File: src/rtl/synth_pkg.sv
package synth_pkg;
  typedef enum logic [1:0] {
    LK_IF   = 2'd0,
    LK_RF   = 2'd1,
    LK_BOTH = 2'd2,
    LK_OFF  = 2'd3
  } lock_sel_e;

  localparam logic [1:0] CP_FULL = 2'b11;
endpackage

File: src/rtl/ratio_divider.sv
module ratio_divider #(
  parameter int W    = 11,
  parameter int LO   = 2,
  parameter int HI   = 2047
) (
  input  logic         clk,
  input  logic         rst,
  input  logic         edge_in,
  input  logic [W-1:0] ratio,
  output logic         tick
);
  localparam logic [W-1:0] LO_V = W'(LO);
  localparam logic [W-1:0] HI_V = W'(HI);

  logic [W-1:0] eff;
  logic [W-1:0] cnt;

  // limit the programmed ratio to the legal window
  always_comb begin
    if (ratio < LO_V)      eff = LO_V;
    else if (ratio > HI_V) eff = HI_V;
    else                   eff = ratio;
  end

  always_ff @(posedge clk) begin
    if (rst) begin
      cnt  <= '0;
      tick <= 1'b0;
    end else begin
      tick <= 1'b0;
      if (edge_in) begin
        if (cnt >= eff - W'(1)) begin
          cnt  <= '0;
          tick <= 1'b1;
        end else begin
          cnt <= cnt + W'(1);
        end
      end
    end
  end
endmodule

File: src/rtl/phase_detector.sv
module phase_detector (
  input  logic clk,
  input  logic rst,
  input  logic ref_tick,
  input  logic main_tick,
  output logic up,
  output logic dn
);
  always_ff @(posedge clk) begin
    if (rst) begin
      up <= 1'b0;
      dn <= 1'b0;
    end else if (up && dn) begin
      up <= 1'b0;
      dn <= 1'b0;
    end else begin
      if (ref_tick)  up <= 1'b1;
      if (main_tick) dn <= 1'b1;
    end
  end
endmodule

File: src/rtl/lock_turbo.sv
module lock_turbo #(
  parameter int LOCK_CYCLES = 16,
  parameter int SPAN_LIMIT  = 2,
  parameter int TURBO_N     = 1
) (
  input  logic               clk,
  input  logic               rst,
  input  logic               up,
  input  logic               dn,
  input  logic               ref_edge,
  input  logic [1:0]         cp_code,
  input  logic [TURBO_N-1:0] turbo_en,
  output logic               locked,
  output logic [1:0]         cp_sel,
  output logic [TURBO_N-1:0] boost
);
  import synth_pkg::*;

  localparam int GW = $clog2(LOCK_CYCLES + 1);
  localparam int SW = $clog2(SPAN_LIMIT + 1);
  localparam logic [GW-1:0] GOOD_TOP = GW'(LOCK_CYCLES);
  localparam logic [SW-1:0] SPAN_TOP = SW'(SPAN_LIMIT);

  logic [GW-1:0] good;
  logic [SW-1:0] span;
  logic          too_wide;

  assign too_wide = (span == SPAN_TOP);

  always_ff @(posedge clk) begin
    if (rst) begin
      good   <= '0;
      span   <= '0;
      locked <= 1'b0;
    end else begin
      if (up && dn) begin
        span <= '0;
        if (!too_wide && good != GOOD_TOP) good <= good + GW'(1);
      end else if ((up || dn) && ref_edge && !too_wide) begin
        span <= span + SW'(1);
      end
      if (too_wide) begin
        good   <= '0;
        locked <= 1'b0;
      end else if (good == GOOD_TOP) begin
        locked <= 1'b1;
      end
    end
  end

  // current select and per-enable boost, one cycle behind the lock state
  always_ff @(posedge clk) begin
    if (rst) cp_sel <= '0;
    else     cp_sel <= (|turbo_en && !locked) ? CP_FULL : cp_code;
  end

  for (genvar g = 0; g < TURBO_N; g++) begin : g_boost
    always_ff @(posedge clk) begin
      if (rst) boost[g] <= 1'b0;
      else     boost[g] <= turbo_en[g] && !locked;
    end
  end
endmodule

File: src/rtl/synth_loop.sv
module synth_loop #(
  parameter int REF_W       = 11,
  parameter int REF_LO      = 2,
  parameter int REF_HI      = 2047,
  parameter int MAIN_W      = 14,
  parameter int MAIN_LO     = 256,
  parameter int MAIN_HI     = 16383,
  parameter int LOCK_CYCLES = 16,
  parameter int SPAN_LIMIT  = 2,
  parameter int TURBO_N     = 1
) (
  input  logic               clk,
  input  logic               rst,
  input  logic               ref_edge,
  input  logic               vco_edge,
  input  logic [REF_W-1:0]   ref_ratio,
  input  logic [MAIN_W-1:0]  main_ratio,
  input  logic [1:0]         cp_code,
  input  logic [TURBO_N-1:0] turbo_en,
  output logic               up,
  output logic               dn,
  output logic               locked,
  output logic [1:0]         cp_sel,
  output logic [TURBO_N-1:0] boost
);
  logic ref_tick, main_tick;

  ratio_divider #(.W(REF_W), .LO(REF_LO), .HI(REF_HI)) u_ref_div (
    .clk(clk), .rst(rst), .edge_in(ref_edge), .ratio(ref_ratio), .tick(ref_tick)
  );

  ratio_divider #(.W(MAIN_W), .LO(MAIN_LO), .HI(MAIN_HI)) u_main_div (
    .clk(clk), .rst(rst), .edge_in(vco_edge), .ratio(main_ratio), .tick(main_tick)
  );

  phase_detector u_pfd (
    .clk(clk), .rst(rst), .ref_tick(ref_tick), .main_tick(main_tick), .up(up), .dn(dn)
  );

  lock_turbo #(.LOCK_CYCLES(LOCK_CYCLES), .SPAN_LIMIT(SPAN_LIMIT), .TURBO_N(TURBO_N)) u_lock (
    .clk(clk), .rst(rst), .up(up), .dn(dn), .ref_edge(ref_edge), .cp_code(cp_code),
    .turbo_en(turbo_en), .locked(locked), .cp_sel(cp_sel), .boost(boost)
  );
endmodule

File: src/rtl/dual_synth_core.sv
module dual_synth_core #(
  parameter int IF_REF_W    = 11,
  parameter int IF_REF_LO   = 2,
  parameter int IF_REF_HI   = 2047,
  parameter int IF_MAIN_W   = 14,
  parameter int IF_MAIN_LO  = 256,
  parameter int IF_MAIN_HI  = 16383,
  parameter int RF_REF_W    = 13,
  parameter int RF_REF_LO   = 2,
  parameter int RF_REF_HI   = 8191,
  parameter int RF_MAIN_W   = 18,
  parameter int RF_MAIN_LO  = 4096,
  parameter int RF_MAIN_HI  = 262143,
  parameter int LOCK_CYCLES = 16,
  parameter int SPAN_LIMIT  = 2,
  parameter int IF_TURBO_N  = 1,
  parameter int RF_TURBO_N  = 2
) (
  input  logic                  clk,
  input  logic                  rst,
  input  logic                  ref_in,
  input  logic                  if_vco_in,
  input  logic                  rf_vco_in,
  input  logic [IF_REF_W-1:0]   if_ref_ratio,
  input  logic [IF_MAIN_W-1:0]  if_main_ratio,
  input  logic [RF_REF_W-1:0]   rf_ref_ratio,
  input  logic [RF_MAIN_W-1:0]  rf_main_ratio,
  input  logic [1:0]            if_cp_code,
  input  logic [1:0]            rf_cp_code,
  input  logic [IF_TURBO_N-1:0] if_turbo_en,
  input  logic [RF_TURBO_N-1:0] rf_turbo_en,
  input  logic [1:0]            lock_mode,
  output logic                  if_up,
  output logic                  if_dn,
  output logic                  rf_up,
  output logic                  rf_dn,
  output logic [1:0]            if_cp_sel,
  output logic [1:0]            rf_cp_sel,
  output logic [IF_TURBO_N-1:0] if_boost,
  output logic [RF_TURBO_N-1:0] rf_boost,
  output logic                  lock_low
);
  import synth_pkg::*;

  logic ref_q, ifv_q, rfv_q;
  logic ref_edge, ifv_edge, rfv_edge;
  logic if_locked, rf_locked;

  always_ff @(posedge clk) begin
    if (rst) begin
      ref_q <= 1'b0;
      ifv_q <= 1'b0;
      rfv_q <= 1'b0;
    end else begin
      ref_q <= ref_in;
      ifv_q <= if_vco_in;
      rfv_q <= rf_vco_in;
    end
  end

  assign ref_edge = ref_in && !ref_q;
  assign ifv_edge = if_vco_in && !ifv_q;
  assign rfv_edge = rf_vco_in && !rfv_q;

  synth_loop #(
    .REF_W(IF_REF_W), .REF_LO(IF_REF_LO), .REF_HI(IF_REF_HI),
    .MAIN_W(IF_MAIN_W), .MAIN_LO(IF_MAIN_LO), .MAIN_HI(IF_MAIN_HI),
    .LOCK_CYCLES(LOCK_CYCLES), .SPAN_LIMIT(SPAN_LIMIT), .TURBO_N(IF_TURBO_N)
  ) u_if (
    .clk(clk), .rst(rst), .ref_edge(ref_edge), .vco_edge(ifv_edge),
    .ref_ratio(if_ref_ratio), .main_ratio(if_main_ratio), .cp_code(if_cp_code),
    .turbo_en(if_turbo_en), .up(if_up), .dn(if_dn), .locked(if_locked),
    .cp_sel(if_cp_sel), .boost(if_boost)
  );

  synth_loop #(
    .REF_W(RF_REF_W), .REF_LO(RF_REF_LO), .REF_HI(RF_REF_HI),
    .MAIN_W(RF_MAIN_W), .MAIN_LO(RF_MAIN_LO), .MAIN_HI(RF_MAIN_HI),
    .LOCK_CYCLES(LOCK_CYCLES), .SPAN_LIMIT(SPAN_LIMIT), .TURBO_N(RF_TURBO_N)
  ) u_rf (
    .clk(clk), .rst(rst), .ref_edge(ref_edge), .vco_edge(rfv_edge),
    .ref_ratio(rf_ref_ratio), .main_ratio(rf_main_ratio), .cp_code(rf_cp_code),
    .turbo_en(rf_turbo_en), .up(rf_up), .dn(rf_dn), .locked(rf_locked),
    .cp_sel(rf_cp_sel), .boost(rf_boost)
  );

  // indicator source select, registered
  always_ff @(posedge clk) begin
    if (rst) begin
      lock_low <= 1'b1;
    end else begin
      case (lock_sel_e'(lock_mode))
        LK_IF:   lock_low <= !if_locked;
        LK_RF:   lock_low <= !rf_locked;
        LK_BOTH: lock_low <= !(if_locked && rf_locked);
        default: lock_low <= 1'b1;
      endcase
    end
  end
endmodule

File: config.mk
export PLATFORM = sky130hd
export DESIGN_NAME = dual_synth_core
export DESIGN_NICKNAME = d
export VERILOG_FILES = /design/src/rtl/synth_pkg.sv /design/src/rtl/ratio_divider.sv /design/src/rtl/phase_detector.sv /design/src/rtl/lock_turbo.sv /design/src/rtl/synth_loop.sv /design/src/rtl/dual_synth_core.sv
export SDC_FILE = /design/constraint.sdc
export NUM_CORES = 1
export LEC_CHECK = 0
export ABC_AREA = 1
export BUFFER_PORTS_ARGS = -buffer_cell sky130_fd_sc_hd__buf_2
export CELL_PAD_IN_SITES_DETAIL_PLACEMENT = 1
export CELL_PAD_IN_SITES_GLOBAL_PLACEMENT = 1
export CORE_MARGIN = 2
export CORE_UTILIZATION = 37
export DETAILED_ROUTE_END_ITERATION = 8
export PLACE_DENSITY_LB_ADDON = 0.12
export SLEW_MARGIN = 5
export SYNTH_ARGS = -nofsm -noshare
export SYNTH_HDL_FRONTEND = slang
export SYNTH_SLANG_ARGS = --single-unit
File: constraint.sdc
create_clock -name clk -period 3.3 [get_ports clk]
set_clock_uncertainty 0.05 [all_clocks]
set_input_delay 0.66 -clock clk [delete_from_list [all_inputs] [get_ports clk]]
set_output_delay 0.66 -clock clk [all_outputs]
set_load 0.02 [all_outputs]
Word level (Yosys, flattened, before mapping)
Cells that the tools add are included.
- add/sub/neg operators: 12
- reductions and logical operators: 37
- mux-type cells: 19
- $mul: 0
- order comparisons: 12
- div/mod/pow operators: 0
- equal/unequal tests: 8
- shifts and indexed selects: 0
- bitwise logic cells: 3
- operators by type and width (kind ; count):
    18-bit 2-to-1 mux ; 3
    14-bit 2-to-1 mux ; 3
    13-bit 2-to-1 mux ; 3
    11-bit 2-to-1 mux ; 3
    18-bit by 1-bit adder with 18-bit output (second input constant) ; 1
    18-bit >= comparator ; 1
    18-bit greater-than comparator (second input constant) ; 1
    18-bit by 13-bit less-than comparator with 1-bit output (second input constant) ; 1
    18-bit by 1-bit subtractor with 18-bit output (second input constant) ; 1
    1-bit logical AND ; 16
    2-bit OR reduction ; 8
    14-bit by 1-bit adder with 14-bit output (second input constant) ; 1
    14-bit >= comparator ; 1
    14-bit greater-than comparator (second input constant) ; 1
    14-bit by 9-bit less-than comparator with 1-bit output (second input constant) ; 1
    14-bit by 1-bit subtractor with 14-bit output (second input constant) ; 1
    13-bit by 1-bit adder with 13-bit output (second input constant) ; 1
    13-bit >= comparator ; 1
    13-bit greater-than comparator (second input constant) ; 1
    13-bit by 2-bit less-than comparator with 1-bit output (second input constant) ; 1
    13-bit by 1-bit subtractor with 13-bit output (second input constant) ; 1
    11-bit by 1-bit adder with 11-bit output (second input constant) ; 1
    11-bit >= comparator ; 1
    11-bit greater-than comparator (second input constant) ; 1
    other kinds (16) ; 37
- bits in read-only memories: 0
- bits of input ports: 70
- memories kept: 0
- bits in latches: 0
- register bits: 91
- logic and storage cells: 118
- RAM bits: 0

Longest topological paths before layout
Gate-level depths: netlist (run 1).
- word-level depth: 6
- mapped depth: 23
- mapped depth without buffers: 23

Modules after synthesis
A second synthesis (run 1) with hierarchy kept.
- cell total of the unflattened synthesis: 1066
- area, all modules: 7173.1 µm²
- modules (own cells, without submodules) (module ; cells each ; seq. area each (µm²) ; instances ; area an instance (µm²)):
    ratio_divider at u_rf.u_main_div ; 280 ; 380.4 ; 1 ; 1853.0
    ratio_divider at u_if.u_main_div ; 212 ; 300.3 ; 1 ; 1427.6
    ratio_divider at u_rf.u_ref_div ; 199 ; 280.3 ; 1 ; 1312.5
    ratio_divider at u_if.u_ref_div ; 167 ; 240.2 ; 1 ; 1159.9
    lock_turbo at u_rf.u_lock ; 86 ; 240.2 ; 1 ; 581.8
    lock_turbo at u_if.u_lock ; 84 ; 220.2 ; 1 ; 560.5
    dual_synth_core ; 20 ; 80.1 ; 1 ; 145.1
    phase_detector ; 9 ; 40.0 ; 2 ; 66.3

Worst setup path before layout (run 1)
No wires, ideal clock.
- path kind: input -> register
- start: input port rf_ref_ratio[6]
- end: register u_rf.u_ref_div.cnt[8]
- library setup time: 117 ps
- path buffers: 1
- slack: -221 ps
- stages: 23
- data arrival time: 3355 ps
- path through: inv_1 > nand2_1 > nor2_2 > nand2_1 > nor2_1 > nor2_1 > inv_1 > ha_1 > nand3_1 > nor3_2 > nand2_1 > nor2_1 > nand4_1 > xor2_1 > ha_1 > nand2_1 > nor4_1 > nand2_1 > nand3_1 > nand2_1 > nand2_1 > buf_2 > nor2_1
- longest elaborated chain between the ends: 6
- elaborated cells on any way between the ends: 7
- classes of those cells: add/sub (1); order compare (3); mux (3)
- RTL lines (what ; line ; RTL):
    start, declared ; dual_synth_core.sv:26 ; input logic [RF_REF_W-1:0] rf_ref_ratio,
    13-bit greater-than comparator ; ratio_divider.sv:21 ; else if (ratio > HI_V) eff = HI_V;
    13-bit 2-to-1 mux ; ratio_divider.sv:21 ;
    13-bit 2-to-1 mux (*) ; ratio_divider.sv:20 ; if (ratio < LO_V) eff = LO_V;
    13-bit by 1-bit subtractor with 13-bit output (*) ; ratio_divider.sv:32 ; if (cnt >= eff - W'(1)) begin
    13-bit >= comparator (*) ; ratio_divider.sv:32 ;
    13-bit 2-to-1 mux (*) ; ratio_divider.sv:32 ;
    end signal, assigned ; ratio_divider.sv:36 ; cnt <= cnt + W'(1);
    end, declared ; ratio_divider.sv:16 ; logic [W-1:0] cnt;
Every way passes the cells marked *; elsewhere a longest branch is shown, timed or not.
A chain may end at the register's enable or synchronous reset.

Worst setup path in the final report (run 1)
- start: input port rf_ref_ratio[6]
- end: register u_rf.u_ref_div.cnt[1]
The elaborated chain is that of the path after synthesis.

==> run_results.csv, run 1 <==
group,metric,value,unit
drt,vias,6702,
drt,first_pass_iters,4,
floorplan,die_y,140,um
grt,grt_use_met3,2.79,%
power_and_ir_drop,pwr-share-clk,37.3,%
hold_path,min-delay-start,"u_if.u_main_div.tick$_SDFF_PP0_",
synth,ys_seq_area_share,26.7,%
timing,max_clock_freq,0.304,GHz
drt,drt_iter0_markers,217,
timing,fin_crit_sh,99.7,%
timing,rsz0062_at_grt,"yes",
hold_path,hold_path_end,"u_if.u_pfd.dn$_SDFFE_PP0P_",
floorplan,start_util,37.8,%
floorplan,die-area,19500,um2
power_and_ir_drop,switchingPower,702,uW
grt,antenna_found_initial,0,
timing,setup_tns,0,ns
clock_tree,htreeDepth,3,
worst_setup_path,startpoint_type,"primary input",
synth,netlist_instances,986,
grt,grt-busiest-layer,"met2",
layout,n_antenna_cell,0,
clock_tree,tritoncts,"built",
floorplan,core,18000,um2
floorplan,die_w,140,um
synth,ys_top_cells_by_area,"dfxtp_1 (27%), ha_1 (13%), nand2_1 (12%)",
floorplan,io_pins,82,
worst_setup_path,r2r_end,"u_if.u_main_div.cnt[0]$_SDFFE_PP0P_",
synth,ys_warn_count,0,
grt,grtUsageMet2,31.8,%
power_and_ir_drop,powerDensity,292,nW/um2
synth,synth_area_leader_cell,"dfxtp_1",
grt,grt_overflow,0,
power_and_ir_drop,totalPowerFinal,2560,uW
clock_tree,cts_root_buf,"clkbuf_16",
worst_setup_path,worstPathArrival,3.52,ns
hold_path,holdCritPathClass,"register to register",
timing,worstMarginPinSlew,0.553,ns
power_and_ir_drop,p_comb_share,18.6,%
worst_setup_path,timing.reg2reg.setup_slack,1.38,ns
worst_setup_path,cp-end-kind,"register",
worst_setup_path,r2r_start,"u_if.u_main_div.cnt[11]$_SDFFE_PP0P_",
placement,dpl.hpwl,14.3,mm
synth,synth_nets,1126,
synth,syn-mean-instance-area,6.91,um2
placement,io_buffer_count,81,
timing,worst_slack,0.0105,ns
grt,use_met1,23.3,%
grt,grt_pass1_wl,29.6,mm
clock_tree,clk_latency,0.35,ns
worst_setup_path,reg2regPathDepth,11,
power_and_ir_drop,p_sw_share,27.4,%
synth,syn_area,6810,um2
timing,whs,0.400,ns
drt,drc,0,
layout,fillers,2365,
power_and_ir_drop,p_seq_share,44.1,%
layout,nets,1306,
power_and_ir_drop,intPower,1860,uW
drt,wl_per_cell,12.6,um
layout,layout-drive-gt1-share,25.1,%
placement,dpl_cell_area,8130,um2
drt,antenna_left,0,
timing,max_slew_margin,63.1,%
timing,post-route-min-period,3.29,ns
run_status,status,"finished clean",
timing,finalHoldViolations,0,
worst_setup_path,crit_required,3.53,ns
synth,synth_cell_types,39,
synth,synth_seq_cells,91,
layout,area_delta_synth_final,28.6,%
synth,yosysTopAreaCellShare,26.7,%
drt,totalWireLength,17.7,mm
run,maxCapViolCount,0,
hold_path,min_path_cells,2,
placement,place_ws,-0.471,ns
grt,grt_max_degree,19,
drt,vias_per_cell,4.79,
worst_setup_path,cp_max_fo,6,
power_and_ir_drop,power.leakage,0.00412,uW
power_and_ir_drop,peakVddDrop,0.249,mV
clock_tree,cts_buffers,9,
grt,grt_pass1_vias,6641,
placement,place.gp.congestion,0.785,
timing,drv_slew,0,
clock_tree,cts.path.max_buffers,2,
worst_setup_path,critPathKind,"primary input to register",
grt,grt_use_total,18.0,%
clock_tree,clkTransAtPathRegs,0.07,ns
clock_tree,cts.sinks,91,
timing,setup_viol,0,
floorplan,rows,49,
layout,final_cell_area,8760,um2
[layout by cell type (no fill, tap or decap), types with 4 or more instances in the layout]
| cell | instances |
|---|---|
| nand2_1 | 210 |
| nor2_1 | 137 |
| inv_1 | 118 |
| buf_4 | 94 |
| dfxtp_1 | 91 |
| buf_2 | 74 |
| ha_1 | 69 |
| xor2_1 | 51 |
| nand3_1 | 50 |
| a21oi_1 | 34 |
| o21ai_0 | 28 |
| nand4_1 | 25 |
| xnor2_1 | 23 |
| nor2_4 | 19 |
| nand2_2 | 18 |
| nor2_2 | 18 |
| nor3_1 | 12 |
| clkbuf_16 | 9 |
| o21ai_2 | 8 |
| nor3_2 | 6 |
| buf_6 | 6 |
| inv_4 | 4 |
| inv_2 | 4 |
| a21o_1 | 4 |
| nand3b_1 | 4 |
| o21bai_1 | 4 |
| a21oi_2 | 4 |
| clkinv_2 | 4 |
[flip-flops by register name, summed over array words and instances, names as in the netlist, 2 cells and up]
register / flops
u_rf.u_lock.good: 5
u_if.u_lock.cp_sel: 2
u_rf.u_lock.cp_sel: 2
u_rf.u_main_div.cnt: 18
u_rf.u_lock.boost: 2
u_rf.u_lock.span: 2
u_if.u_main_div.cnt: 14
u_if.u_lock.good: 5
u_if.u_ref_div.cnt: 11
u_rf.u_ref_div.cnt: 13
u_if.u_lock.span: 2
[power groups by stage]
stage               Sequential, uW  Combinational, uW  Clock (uW)
floorplan                     1160                237           0
global placement              1150                432           0
detailed placement            1150                445           0
CTS                           1130                451         982
global route                  1130                538        1030
finish                        1130                475         955
[worst max-delay path, stage by stage]
cell	delay (ns)
buf_6	0.10
inv_4	0.05
nand2_4	0.05
nor2_4	0.12
nand2_2	0.09
nor2_4	0.14
nor2_4	0.05
inv_2	0.08
ha_4	0.15
nand3_4	0.07
nor3_4	0.20
nand2_1	0.08
nor2_2	0.15
buf_4	0.13
xor2_1	0.13
ha_1	0.28
nand2_2	0.09
o21bai_1	0.11
nand2_1	0.10
a21oi_2	0.17
nand3_2	0.08
nand2_2	0.09
nand2_4	0.08
buf_8	0.17
nor2_2	0.09
[how the worst max path moves through the flow]
stage	start	end	slack, ns	cells past startpoint
floorplan	rf_ref_ratio[3]	u_rf.u_ref_div.cnt[8]$_SDFFE_PP0P_	-0.02	23
global placement	rf_ref_ratio[3]	u_rf.u_ref_div.cnt[3]$_SDFFE_PP0P_	-0.32	24
detailed placement	rf_ref_ratio[12]	u_rf.u_ref_div.cnt[9]$_SDFFE_PP0P_	-0.47	22
CTS	rf_ref_ratio[3]	u_rf.u_ref_div.cnt[9]$_SDFFE_PP0P_	0.0008	24
global route	rf_ref_ratio[6]	u_rf.u_ref_div.cnt[1]$_SDFFE_PP0P_	-0.19	25
finish	rf_ref_ratio[6]	u_rf.u_ref_div.cnt[1]$_SDFFE_PP0P_	0.01	25
[Yosys cell counts]
cell      instances
o21a_1            1
a21o_1            4
dfxtp_1          91
nand3_1          53
o22ai_1           3
nand2_1         220
nor3b_2           1
ha_1             70
nor4_1            2
o21ai_0          30
nor3_2            5
buf_4             1
buf_2             4
nor2_1          154
o21ai_4           2
nand4_4           2
xnor2_1          23
nor3_1           14
clkinv_1          1
o21ai_1           2
inv_1           127
a211oi_1          2
nor2_4            9
buf_6             4
and3_1            2
nor3_4            1
mux2i_1           2
nand4_1          25
nand3_2           1
nand3b_1          4
xor2_1           51
clkbuf_1          1
nor2_2           11
or2_2             1
o21bai_1          4
o21ai_2           7
a21oi_1          38
nand2_2          11
o211ai_1          2
[stage by stage]
| stage | instances | util [%] |
|---|---|---|
| 6_report | 1400 | 48.6 |
| 5_1_grt | 1400 | 48.6 |
| 4_1_cts | 1386 | 46.8 |
| 3_5_place_dp | 1368 | 45.1 |
| 3_3_place_gp | 1368 | 45.1 |
| 2_1_floorplan | 986 | - |
[repair_timing]
| action | in CTS | in global routing |
|---|---|---|
| cloned | 1 | 0 |
| setup buffers | 1 | 14 |
| resized for setup | 5 | 58 |
| endpoints found under the setup margin | 11 | 42 |
| pin swaps | 2 | 32 |
| hold buffers | 0 | 0 |
[metal layers]
metal / part of all wire [%] / vias up
li1: - / 3532
met1: 48 / 3100
met2: 49 / 57
met3: 2.0 / 13
met4: 0.95 / 0
met5: 0 / -
[area by class of cell]
class	count	area, um2	area share [%]
Multi-Input combinational cell	757	4650	53.1
Sequential cell	91	1820	20.8
Timing Repair Buffer	179	1230	14.0
Inverter	128	503	5.74
Tap cell	229	287	3.27
Clock buffer	11	243	2.77
Clock inverter	5	28.8	0.329
[logic make-up (layout without fill, tap and decap cells)]
family                     Yosys count  after routing  share of synthesized area (%)
AOI/OAI and AO/OA                   95             95                           8.23
xor gates and xnor gates            74             74                           9.52
adders and majority gates           70             70                           12.9
buffers and inverters              138            323                           8.18
DFF                                 91             91                           26.7
muxes                                2              2                          0.294
and+or+nand+nor                    516            516                           34.2
Note: power is estimated with default switching activity, not from simulation.
==> run 2, diff against run 1 <==
--- a/config.mk
+++ b/config.mk
@@ -13,6 +13,7 @@
 export CORE_UTILIZATION = 37
 export DETAILED_ROUTE_END_ITERATION = 8
 export PLACE_DENSITY_LB_ADDON = 0.12
+export RECOVER_POWER = 25
 export SLEW_MARGIN = 5
 export SYNTH_ARGS = -nofsm -noshare
 export SYNTH_HDL_FRONTEND = slang
==> run_results.csv, run 2 (synthesis results as in run 1) <==
group,metric,value,unit
layout,largest_reg_flops,18,
worst_setup_path,critPathKind,"primary input to register",
floorplan,die_w,140,um
placement,dp_cells,1368,
drt,first_pass_iters,4,
grt,grt_pass1_wl,29.6,mm
floorplan,die-area,19500,um2
power_and_ir_drop,totalPowerFinal,2560,uW
floorplan,io_pins,82,
drt,antenna_left,0,
clock_tree,clk_latency,0.35,ns
drt,drc,0,
clock_tree,tritoncts,"built",
timing,max_clock_freq,0.303,GHz
hold_path,holdCritPathClass,"register to register",
clock_tree,cts_root_buf,"clkbuf_16",
layout,fin_cells,1400,
worst_setup_path,startpoint_type,"primary input",
grt,grt_use_total,18.0,%
timing,worst_slack,0.00386,ns
clock_tree,cts.path.max_buffers,2,
layout,reg_top3,"u_rf.u_main_div.cnt (18), u_if.u_main_div.cnt (14), u_rf.u_ref_div.cnt (13)",
drt,totalWireLength,17.7,mm
clock_tree,clkTransAtPathRegs,0.07,ns
layout,layout-drive-gt1-share,24.3,%
timing,rsz0062_at_grt,"yes",
power_and_ir_drop,powerDensity,293,nW/um2
placement,place.gp.congestion,0.785,
worst_setup_path,worstPathArrival,3.53,ns
layout,fillers,2371,
layout,area_delta_synth_final,28.4,%
grt,grt_max_degree,19,
run,maxCapViolCount,0,
worst_setup_path,r2r_start,"u_if.u_main_div.cnt[11]$_SDFFE_PP0P_",
timing,setup_viol,0,
clock_tree,cts_buffers,9,
drt,drt_iter0_markers,189,
grt,antenna_found_initial,0,
floorplan,die_y,140,um
layout,top_register,"u_rf.u_main_div.cnt",
clock_tree,cts.sinks,91,
grt,grt_overflow,0,
worst_setup_path,critPathMaxStageDelay,0.28,ns
timing,worstMarginPinSlew,0.552,ns
layout,nets,1306,
timing,post-route-min-period,3.30,ns
timing,fin_crit_sh,99.9,%
timing,drv_slew,0,
floorplan,rows,49,
worst_setup_path,startpoint,"rf_ref_ratio[6]",
floorplan,core,18000,um2
layout,n_antenna_cell,0,
timing,finalHoldViolations,0,
worst_setup_path,cp_max_fo,6,
power_and_ir_drop,power.leakage,0.00409,uW
timing,max_slew_margin,63.1,%
grt,grt_pass1_vias,6641,
hold_path,min-delay-start,"u_if.u_main_div.tick$_SDFF_PP0_",
layout,final_common_cell,"nand2_1",
drt,wl_per_cell,12.6,um
run_status,status,"finished clean",
placement,dpl.hpwl,14.3,mm
placement,place_ws,-0.471,ns
layout,post-route-util,48.5,%
placement,io_buffer_count,81,
worst_setup_path,crit_required,3.53,ns
power_and_ir_drop,peakVddDrop,0.249,mV
drt,vias_per_cell,4.78,
hold_path,min_path_cells,2,
drt,vias,6698,
worst_setup_path,cp-end-kind,"register",
worst_setup_path,reg2regPathDepth,11,
clock_tree,htreeDepth,3,
timing,whs,0.399,ns
worst_setup_path,slowest_stage,"ha_1",
layout,final_cell_mix,"nand2_1 (210), nor2_1 (137), inv_1 (118), buf_4 (94), dfxtp_1 (91)",
floorplan,start_util,37.8,%
-- run 2: worst paths after layout --
check	endpoint	slack, ns
max reg2reg	u_if.u_main_div.cnt[0]$_SDFFE_PP0P_	1.38
min	u_if.u_pfd.dn$_SDFFE_PP0P_	0.40
max	u_rf.u_ref_div.cnt[1]$_SDFFE_PP0P_	0.004
min reg2reg	u_if.u_pfd.dn$_SDFFE_PP0P_	0.40
-- run 2: layout make-up --
| class | count | area, um2 | share of cell area (%) |
|---|---|---|---|
| Multi-Input combinational cell | 757 | 4650 | 53.1 |
| Sequential cell | 91 | 1820 | 20.8 |
| Timing Repair Buffer | 179 | 1220 | 13.9 |
| Inverter | 128 | 503 | 5.75 |
| Tap cell | 229 | 287 | 3.28 |
| Clock buffer | 11 | 243 | 2.77 |
| Clock inverter | 5 | 28.8 | 0.329 |
-- run 2: through the flow --
step / TNS [ns] / area (um2)
6_report: 0 / 8750
3_5_place_dp: -11.48 / 8130
4_1_cts: 0 / 8440
5_1_grt: -1.82 / 8750
2_1_floorplan: -0.206 / 6880
3_3_place_gp: -7.06 / 8130
-- run 2: timing repair --
action                                  in CTS  in global routing
buffers inserted                             1                 14
pin swaps                                    2                 32
hold buffers                                 0                  0
gates resized for setup                      5                 58
gates cloned                                 1                  0
endpoints found under the setup margin      11                 42
-- run 2: per-layer routing --
layer	vias to the layer above	global-route usage, %	share of wire, %
li1	3531	-	-
met1	3095	23.3	48
met2	59	31.8	49
met3	13	2.79	2.2
met4	0	3.95	0.94
met5	-	0	0
-- run 2: report_power, final --
| part | total (uW) | switching, uW | leakage (uW) | internal [uW] |
|---|---|---|---|---|
| Sequential | 1130 | 13.3 | 0.000737 | 1120 |
| Clock | 956 | 429 | 0.000139 | 527 |
| Combinational | 474 | 262 | 0.00322 | 212 |
| Total | 2560 | 704 | 0.00409 | 1860 |
-- run 2: worst max-delay path: cells and delay by family --
kind | cells | cell delay [ns]
AND/OR/NAND/NOR | 15 | 1.48
buffers and inverters | 5 | 0.53
XOR/XNOR | 1 | 0.13
AO/OA/AOI/OAI | 2 | 0.28
adder cells (fa/ha/maj) | 2 | 0.43
==> run 3, diff against run 2 <==
==> constraint.sdc (replaced) <==
create_clock -name clk -period 3.3 [get_ports clk]
set_clock_uncertainty 0.05 [all_clocks]
set_input_delay 0.66 -clock clk [delete_from_list [all_inputs] [get_ports clk]]
set_output_delay 0.66 -clock clk [all_outputs]
set_load 0.05 [all_outputs]
==> run_results.csv, run 3 (synthesis results as in run 1) <==
group,metric,value,unit
layout,final_cell_mix,"nand2_1 (210), nor2_1 (137), inv_1 (118), buf_4 (94), dfxtp_1 (91)",
floorplan,core,18000,um2
worst_setup_path,crit_required,3.53,ns
floorplan,die-area,19500,um2
drt,drc,0,
worst_setup_path,startpoint,"rf_ref_ratio[6]",
drt,vias_per_cell,4.79,
layout,layout-drive-gt1-share,24.9,%
floorplan,io_pins,82,
grt,grt_pass1_vias,6641,
grt,grt_overflow,0,
timing,worstMarginPinSlew,0.595,ns
floorplan,rows,49,
clock_tree,tritoncts,"built",
timing,rsz0062_at_grt,"yes",
power_and_ir_drop,powerDensity,294,nW/um2
worst_setup_path,critPathMaxStageDelay,0.28,ns
clock_tree,clkTransAtPathRegs,0.07,ns
drt,antenna_left,0,
timing,max_clock_freq,0.304,GHz
drt,drt_iter0_markers,223,
placement,dpl_cell_area,8130,um2
timing,setup_viol,0,
layout,n_antenna_cell,0,
grt,grt_pass1_wl,29.6,mm
drt,totalWireLength,17.7,mm
clock_tree,cts_buffers,9,
worst_setup_path,timing.reg2reg.setup_slack,1.38,ns
grt,grt_use_total,18.0,%
layout,top_register,"u_rf.u_main_div.cnt",
layout,nets,1306,
run,maxCapViolCount,0,
power_and_ir_drop,power.leakage,0.00411,uW
drt,first_pass_iters,4,
layout,final_common_cell,"nand2_1",
hold_path,holdCritPathClass,"register to register",
grt,antenna_found_initial,0,
timing,post-route-min-period,3.29,ns
drt,vias,6704,
drt,wl_per_cell,12.6,um
timing,max_slew_margin,60.5,%
power_and_ir_drop,peakVddDrop,0.250,mV
worst_setup_path,worstPathArrival,3.53,ns
layout,reg_top3,"u_rf.u_main_div.cnt (18), u_if.u_main_div.cnt (14), u_rf.u_ref_div.cnt (13)",
floorplan,die_y,140,um
worst_setup_path,critPathKind,"primary input to register",
clock_tree,htreeDepth,3,
floorplan,start_util,37.8,%
clock_tree,cts.sinks,91,
run_status,status,"finished clean",
placement,io_buffer_count,81,
clock_tree,cts_root_buf,"clkbuf_16",
worst_setup_path,reg2regPathDepth,11,
timing,finalHoldViolations,0,
placement,place.gp.congestion,0.785,
worst_setup_path,slowest_stage,"ha_1",
layout,largest_reg_flops,18,
floorplan,die_w,140,um
worst_setup_path,crit_path_end,"u_rf.u_ref_div.cnt[1]$_SDFFE_PP0P_",
placement,dpl.hpwl,14.3,mm
layout,final_cell_area,8750,um2
clock_tree,postCtsHoldBufs,0,
worst_setup_path,cp_max_fo,6,
clock_tree,cts.path.max_buffers,2,
worst_setup_path,startpoint_type,"primary input",
layout,area_delta_synth_final,28.6,%
grt,grt_max_degree,19,
timing,fin_crit_sh,99.8,%
worst_setup_path,cp-end-kind,"register",
worst_setup_path,r2r_start,"u_if.u_main_div.cnt[11]$_SDFFE_PP0P_",
worst_setup_path,r2r_end,"u_if.u_main_div.cnt[0]$_SDFFE_PP0P_",
clock_tree,clk_latency,0.35,ns
layout,post-route-util,48.6,%
timing,drv_slew,0,
-- run 3: cell count changes in the layout (fill, tap and decap cells not counted), sizes merged --
cell / delta
buf: +6
clkbuf: -6
-- run 3: cell type report --
type / count / area [um2]
Multi-Input combinational cell: 757 / 4650
Fill cell: 2368 / 9270
Clock inverter: 5 / 28.8
Timing Repair Buffer: 179 / 1220
Inverter: 128 / 503
Sequential cell: 91 / 1820
Clock buffer: 11 / 243
Tap cell: 229 / 287
-- run 3: metal layers --
layer | up-vias | GRT usage (%) | part of all wire (%)
li1 | 3532 | - | -
met1 | 3101 | 23.3 | 48
met2 | 59 | 31.8 | 49
met3 | 12 | 2.79 | 2.1
met4 | 0 | 3.95 | 0.95
met5 | - | 0 | 0
-- run 3: power breakdown --
part | total (uW) | leakage [uW] | switching [uW] | internal [uW]
Combinational | 489 | 0.00324 | 275 | 213
Clock | 955 | 0.000139 | 427 | 527
Sequential | 1130 | 0.000737 | 13.0 | 1120
-- run 3: what timing repair did --
item	CTS	global route
setup buffers	1	14
resized for setup	5	58
setup endpoints to repair	11	42
pin swaps	2	32
gates cloned	1	0
-- run 3: critical path, delay by kind of cell --
family / cells / cell delay [ns]
AO/OA/AOI/OAI: 2 / 0.28
buffers and inverters: 5 / 0.53
adder cells (fa/ha/maj): 2 / 0.43
AND/OR/NAND/NOR: 15 / 1.48
XOR/XNOR: 1 / 0.13
-- run 3: how the worst min path moves through the flow --
stage	start	to	slack (ns)	cells past startpoint
after floorplan	u_if.u_main_div.tick$_SDFF_PP0_	u_if.u_pfd.dn$_SDFFE_PP0P_	0.38	2
after global placement	u_if.u_main_div.tick$_SDFF_PP0_	u_if.u_pfd.dn$_SDFFE_PP0P_	0.38	2
after detailed placement	u_if.u_main_div.tick$_SDFF_PP0_	u_if.u_pfd.dn$_SDFFE_PP0P_	0.40	2
after CTS	u_if.u_main_div.tick$_SDFF_PP0_	u_if.u_pfd.dn$_SDFFE_PP0P_	0.41	2
after global routing	u_if.u_main_div.tick$_SDFF_PP0_	u_if.u_pfd.dn$_SDFFE_PP0P_	0.43	2
final	u_if.u_main_div.tick$_SDFF_PP0_	u_if.u_pfd.dn$_SDFFE_PP0P_	0.40	2
-- run 3: stage by stage --
step / cells / hold WS [ns] / setup TNS (ns) / setup WS, ns / power, uW
floorplan: 986 / 0.375 / -0.206 / -0.0218 / 1410
global placement: 1368 / 0.377 / -7.06 / -0.320 / 1600
detailed placement: 1368 / 0.398 / -11.48 / -0.471 / 1610
CTS: 1386 / 0.407 / 0 / 0.000777 / 2580
global route: 1400 / 0.428 / -1.82 / -0.188 / 2720
finish: 1400 / 0.401 / 0 / 0.00701 / 2570
